$ cat config.mk
export PLATFORM = sky130hd
export DESIGN_NAME = igc_rule_chain
export DESIGN_NICKNAME = d
export VERILOG_FILES = /design/src/rtl/igc_pkg.sv /design/src/rtl/igc_rule_chain.sv
export SDC_FILE = /design/constraint.sdc
export NUM_CORES = 1
export LEC_CHECK = 0
export ABC_AREA = 1
export BUFFER_PORTS_ARGS = -buffer_cell sky130_fd_sc_hd__buf_2
export CAP_MARGIN = 20
export CORE_AREA = 2 2 53 55
export DETAILED_ROUTE_END_ITERATION = 8
export DIE_AREA = 0 0 55 57
export MAX_ROUTING_LAYER = met4
export PLACE_DENSITY = 0.81
export SETUP_SLACK_MARGIN = 0.15
export SLEW_MARGIN = 10
export SYNTH_ARGS = -nofsm -noshare
export SYNTH_HDL_FRONTEND = slang
export SYNTH_SLANG_ARGS = --single-unit
$ cat constraint.sdc
create_clock -name vclk -period 2.15
set_clock_uncertainty 0.2 [all_clocks]
set_input_delay 0.43 -clock vclk [all_inputs]
set_output_delay 0.43 -clock vclk [all_outputs]
set_load 0.005 [all_outputs]
$ cat src/rtl/igc_pkg.sv
package igc_pkg;

    localparam int SEL_W  = 16;
    localparam int OFF_W  = 64;
    localparam int CODE_W = 16;
    localparam int TYPE_W = 4;
    localparam int IST_W  = 3;

    typedef enum logic [1:0] {
        FK_NONE = 2'd0,
        FK_GP   = 2'd1,
        FK_NP   = 2'd2
    } fault_e;

    // decoded gate fields
    typedef struct packed {
        logic [SEL_W-1:0]  sel;
        logic [OFF_W-1:0]  off;
        logic [TYPE_W-1:0] gtype;
        logic              seg;
        logic [1:0]        dpl;
        logic              present;
        logic [IST_W-1:0]  ist;
        logic              rsvd_nz;
    } gate_t;

    // registered result
    typedef struct packed {
        logic              vld;
        fault_e            kind;
        logic [CODE_W-1:0] code;
        logic [TYPE_W-1:0] gtype;
        logic [SEL_W-1:0]  sel;
        logic [OFF_W-1:0]  off;
        logic [IST_W-1:0]  ist;
        logic              inner;
        logic              clr_if;
    } result_t;

endpackage

$ cat src/rtl/igc_rule_chain.sv
module igc_rule_chain
    import igc_pkg::*;
#(
    parameter int          VEC_W       = 8,
    parameter logic [15:0] LEGACY_MASK = 16'hC0E0,
    parameter logic [15:0] LONG_MASK   = 16'hC000,
    parameter logic [3:0]  TASK_TYPE   = 4'd5
) (
    input  logic [VEC_W-1:0]  vector,
    input  logic              over,
    input  logic              long_mode,
    input  logic              sw_int,
    input  logic [1:0]        cpl,
    input  gate_t             fields,
    input  logic              tgt_is_code,
    input  logic [1:0]        tgt_dpl,
    input  logic              tgt_present,
    input  logic              tgt_conforming,
    output fault_e            kind,
    output logic [CODE_W-1:0] code,
    output logic              inner,
    output logic              clr_if
);
    logic [CODE_W-1:0] vec_code;
    logic [CODE_W-1:0] sel_code;
    logic [15:0]       mask;
    logic              type_ok;
    logic              is_task;

    always_comb begin
        vec_code = CODE_W'({vector, 3'b010});
        sel_code = {fields.sel[SEL_W-1:2], 2'b00};
        mask     = long_mode ? LONG_MASK : LEGACY_MASK;
        type_ok  = !fields.seg && mask[fields.gtype];
        is_task  = fields.gtype == TASK_TYPE;

        kind   = FK_NONE;
        code   = '0;
        inner  = 1'b0;
        clr_if = 1'b0;

        // first failing check wins
        if (over) begin
            kind = FK_GP; code = vec_code;
        end else if (fields.rsvd_nz) begin
            kind = FK_GP; code = vec_code;
        end else if (!type_ok) begin
            kind = FK_GP; code = vec_code;
        end else if (sw_int && (fields.dpl < cpl)) begin
            kind = FK_GP; code = vec_code;
        end else if (!fields.present) begin
            kind = FK_NP; code = vec_code;
        end else if (is_task) begin
            kind = FK_NONE;
        end else if (fields.sel[SEL_W-1:2] == '0) begin
            kind = FK_GP; code = '0;
        end else if (!tgt_is_code || (tgt_dpl > cpl)) begin
            kind = FK_GP; code = sel_code;
        end else if (!tgt_present) begin
            kind = FK_NP; code = sel_code;
        end else begin
            inner  = !tgt_conforming && (tgt_dpl < cpl);
            clr_if = !fields.gtype[0];
        end
    end
endmodule

==> results of run 1 <==
-- cells in the final DEF (no fill, tap or decap), drive strengths merged --
cell type	instances
buf	65
nor3	1
diode	1
nand2	46
clkinv	1
nand4	6
conb	1
nand3b	1
a31oi	2
a21oi	2
ha	3
o21ai	1
inv	22
nand3	10
or2	1
nor2	26
-- through the flow --
step | hold WS, ps | power [mW]
floorplan | 715 | 0.0728
detailed placement | 924 | 0.141
CTS | 923 | 0.176
global route | 947 | 0.232
finish | 922 | 0.212
global placement | 923 | 0.138
-- power groups by stage --
stage	combinational, mW	sequential (mW)	clock, mW
4_1_cts	0.176	0	0
3_5_place_dp	0.141	0	0
2_1_floorplan	0.0728	0	0
3_3_place_gp	0.138	0	0
6_report	0.212	0	0.0000000621
5_1_grt	0.232	0	0.0000000621
-- metal layers --
layer	share of wire [%]	wire (um)	track usage [%]
met1	39	971	17.1
met5	0	0	-
met4	0	0	0.348
met2	49	1220	25.2
met3	11	274	3.14
-- synthesized netlist by cell type --
library cell	number	share of area [%]
nor2_2	2	2.1
inv_1	21	13
conb_1	1	0.62
inv_2	1	0.62
nand3_2	2	3.3
nand4_4	1	3.5
nand4_1	4	4.1
a31oi_1	2	2.1
nand3b_1	1	1.2
nor2_4	1	1.8
nand3_4	1	2.9
o21ai_0	1	0.82
nand3_1	7	5.7
buf_6	1	1.8
buf_4	1	1.2
nand2_1	40	25
nand2_2	6	6.2
nor3_1	1	0.82
a21oi_1	2	1.6
or2_1	1	1.0
nor2_1	23	14
ha_1	3	6.2
clkinv_1	1	0.62
-- cells by family (layout without fill, tap and decap cells) --
kind of cell / Yosys count / in the layout
other: 1 / 2
adders and majority gates: 3 / 3
and+or+nand+nor: 90 / 91
buffers and inverters: 25 / 88
AOI/OAI and AO/OA: 5 / 5
-- timing repair --
action	in CTS	in global routing
buffers inserted	0	3
gates cloned	1	0
hold endpoints to repair	0	0
gates resized for setup	31	17
endpoints found under the setup margin	19	18
pin swaps	19	18
-- cell type report --
| type | instances | share of cell area (%) |
|---|---|---|
| tap | 31 | 3.21 |
| timing repair buffer | 65 | 31.2 |
| inverter | 23 | 8.17 |
| antenna | 1 | 0.207 |
| multi-input combinational | 100 | 57.2 |
-- final timing paths --
| kind | endpoint | slack (ps) |
|---|---|---|
| worst max-delay path | code[5] | 10 |
| worst min-delay path | code[10] | 920 |
==> run summary, run 1 <==
Initial core utilization: 23.3%
Final Slew Violations: 0
Avg Inst Size Synth: 4.91 um2
Syn_nets: 237
Start point of the critical path: cpl[1]
Vias per cell: 4.50
Leakage power: 0.664 nW
Dpl hpwl: 1780 um
Post-Place Cells: 215
Status: finished clean
Core box area: 2620 um2
Final net count: 303
Final cell count without fillers: 220
Post-synthesis mux area share: 0%
Synth-to-layout area growth: 98.6%
Seq/Total Area, Yosys: 0%
Instance count on the critical path: 11
Clock buffer cells: 0
Fin area: 1210 um2
Area occupied by multi-input gates: 692 um2
Gate Count Post-Synth: 124
Fillers: 283
GP Congestion: 0.790
Synth cell types: 23
Synth Area in Adders: 6.16%
Worst setup EP type: output port
Synth Area in Compound Gates: 4.52%
Synth Area in XOR/XNOR: 0%
Sw Share: 53.2%
Reg area: 0 um2
Worst setup margin: 11.3 ps
Vias in the first global route: 841
DRT Pass-1 Iters: 4
Post-synthesis simple-gate area fraction: 71.5%
Switch Pwr: 0.113 mW
Startpoint types: input port
WS Path Type: in2out
Most frequent CP cell: nand2_4
Fraction of layout cells with a size suffix above 1: 54.8%
Routed wire length: 2460 um
CP delay by family, top: buffers and inverters
Detail Route Antenna Nets: 0
Fin crit period: 2140 ps
Max VDD drop: 0.0000977 V
Area after DPL: 945 um2
Worst-path cell chain: buf_8 > inv_6 > ha_4 > nand2_4 > nand2_4 > nand2_4 > nand3_4 > buf_6 > nand4_1 > nand2_1 > buf_2
Critical Path AT: 1510 ps
Drt first-iter violations: 12
Max-cap violation count: 0
Largest family of logic cells by synthesized area: simple AND/OR/NAND/NOR gates
Row cnt: 19
Pwr/cell area: 175 nW/um2
Hold path depth: 4
# hold bufs at CTS: 0
Die Y-Extent: 57 um
Pre-CTS setup slack: -123 ps
I/O Buffers: 60
Via Count: 989
Ports: 130
Tot GR Track Use: 14.2%
WL/cell: 11.2 um
Comb pwr share: 100.0%
WP data required: 1520 ps
Synth Warn #: 0
Cell area after synthesis: 609 um2
Final setup violation count: 0
Max FO, Critical Path: 5
# DRC: 0
Worst path buffer plus inverter count: 4
Number of sequential cells: 0
Slowest CP cell: ha_4
Largest net degree at the start of global routing: 9
Die Area: 3140 um2
First-pass GRT wire length: 3410 um
Final period util: 99.5%
Die W: 55 um
Remaining Overflow, GRT: 0
Slowest cell delay on critical path: 210 ps
Int Pwr: 0.0989 mW
Final hold violation count: 0
Hold Crit Class: in2out
Reg power frac: 0%
Clock power share: 0%
Setup TNS: 0 ps
Final core occ: 46.3%
Max Clock Freq: 468 MHz
Initial antenna violation count: 1
RSZ-0062 raised after global routing: yes
Worst Hold Launch: vector[7]
Note: power is estimated with default switching activity, not from simulation.
==> inputs of run 2 (changes only) <==
==> constraint.sdc (replaced) <==
create_clock -name vclk -period 2.15
set_clock_uncertainty 0.2 [all_clocks]
set_input_delay 0.1075 -clock vclk [all_inputs]
set_output_delay 0.1075 -clock vclk [all_outputs]
set_load 0.005 [all_outputs]
==> run 2 against run 1 <==
Net effect: count of clock-buffer cells in the layout unchanged; worst setup slack improved by 510 ps; core utilization decreased by 11 points; via count decreased by 7.2%; sequential share of layout area unchanged; die area unchanged; critical path type unchanged; critical endpoint is now code[13].
==> run summary, run 2 (synthesis gave the netlist of run 1 again) <==
Max-cap violation count: 0
WL/cell: 9.10 um
Total power draw: 0.135 mW
# DRC: 0
Switch Pwr: 0.0739 mW
Max Clock Freq: 614 MHz
Slowest cell delay on critical path: 290 ps
Critical Path AT: 1320 ps
Final net count: 297
Leakage power: 0.602 nW
Initial antenna violation count: 1
RSZ-0062 raised after global routing: no
DRT Pass-1 Iters: 4
Final hold violation count: 0
Startpoint types: input port
Row cnt: 19
Die W: 55 um
Initial core utilization: 23.3%
Final Slew Violations: 0
Vias per cell: 4.29
Max FO, Critical Path: 8
Vias in the first global route: 769
CTS resizes: 0
Fin area: 932 um2
Fraction of layout cells with a size suffix above 1: 40.7%
Max VDD drop: 0.0000700 V
Reg area: 0 um2
Number of sequential cells: 0
Worst path buffer plus inverter count: 4
Synth-to-layout area growth: 53.0%
CP delay by family, top: simple AND/OR/NAND/NOR gates
Worst setup margin: 521 ps
Reg power frac: 0%
Fin crit period: 1630 ps
Most frequent cells in the layout: 60 x buf_2, 40 x nand2_1, 23 x nor2_1
First-pass GRT wire length: 2850 um
Drt first-iter violations: 6
Clock power share: 0%
Dpl hpwl: 1750 um
Die Area: 3140 um2
Pwr/cell area: 145 nW/um2
Remaining Overflow, GRT: 0
Pre-CTS setup slack: 511 ps
Routed wire length: 1950 um
# hold bufs at CTS: 0
Tot GR Track Use: 11.9%
Area occupied by multi-input gates: 504 um2
GP Congestion: 0.761
Postcts setup bufs: 0
WS Path Type: in2out
Worst-path cell chain: buf_2 > inv_1 > ha_1 > nand2_1 > nand2_1 > nand2_2 > nand3_4 > nand2_2 > inv_1 > nand2_1 > nor2_1 > buf_2
Via Count: 918
Int Pwr: 0.0609 mW
Ports: 130
Worst setup EP type: output port
Largest net degree at the start of global routing: 15
Final setup violation count: 0
Core box area: 2620 um2
Fillers: 328
Most frequent CP cell: nand2_1
I/O Buffers: 60
Clock buffer cells: 0
WP data required: 1840 ps
Area after DPL: 930 um2
Hold Crit Class: in2out
Status: finished clean
Detail Route Antenna Nets: 0
Slowest CP cell: ha_1
Setup TNS: 0 ps
Sw Share: 54.8%
Die Y-Extent: 57 um
Most common cell after layout, fill and taps aside: buf_2
Comb pwr share: 100.0%
Final period util: 75.8%
[run 2: worst paths after layout]
kind / start / to / cells past startpoint
worst max-delay path: cpl[1] / code[13] / 12
worst min-delay path: vector[7] / code[10] / 4
[run 2: power groups by stage]
stage / logic, mW / clock network (mW) / registers [mW]
2_1_floorplan: 0.0728 / 0 / 0
3_3_place_gp: 0.133 / 0 / 0
3_5_place_dp: 0.136 / 0 / 0
4_1_cts: 0.136 / 0 / 0
5_1_grt: 0.154 / 0.0000000622 / 0
6_report: 0.135 / 0.0000000622 / 0
[run 2: per-layer routing]
metal,track usage [%],part of all wire [%]
met5,-,0
met4,0,0
met3,2.62,13
met2,20.2,44
met1,15.2,43
[run 2: layout make-up]
type / instances / share of cell area (%)
Antenna cell: 1 / 0.268
Multi-Input combinational cell: 99 / 54.1
Tap cell: 31 / 4.16
Inverter: 23 / 9.26
Timing Repair Buffer: 60 / 32.2
[run 2: per-stage QoR]
stage	hold WS, ps	cells	util (%)
4_1_cts	280	213	35.6
5_1_grt	302	214	35.6
3_5_place_dp	280	213	35.6
3_3_place_gp	278	213	35.6
6_report	278	214	35.6
2_1_floorplan	70.5	124	-
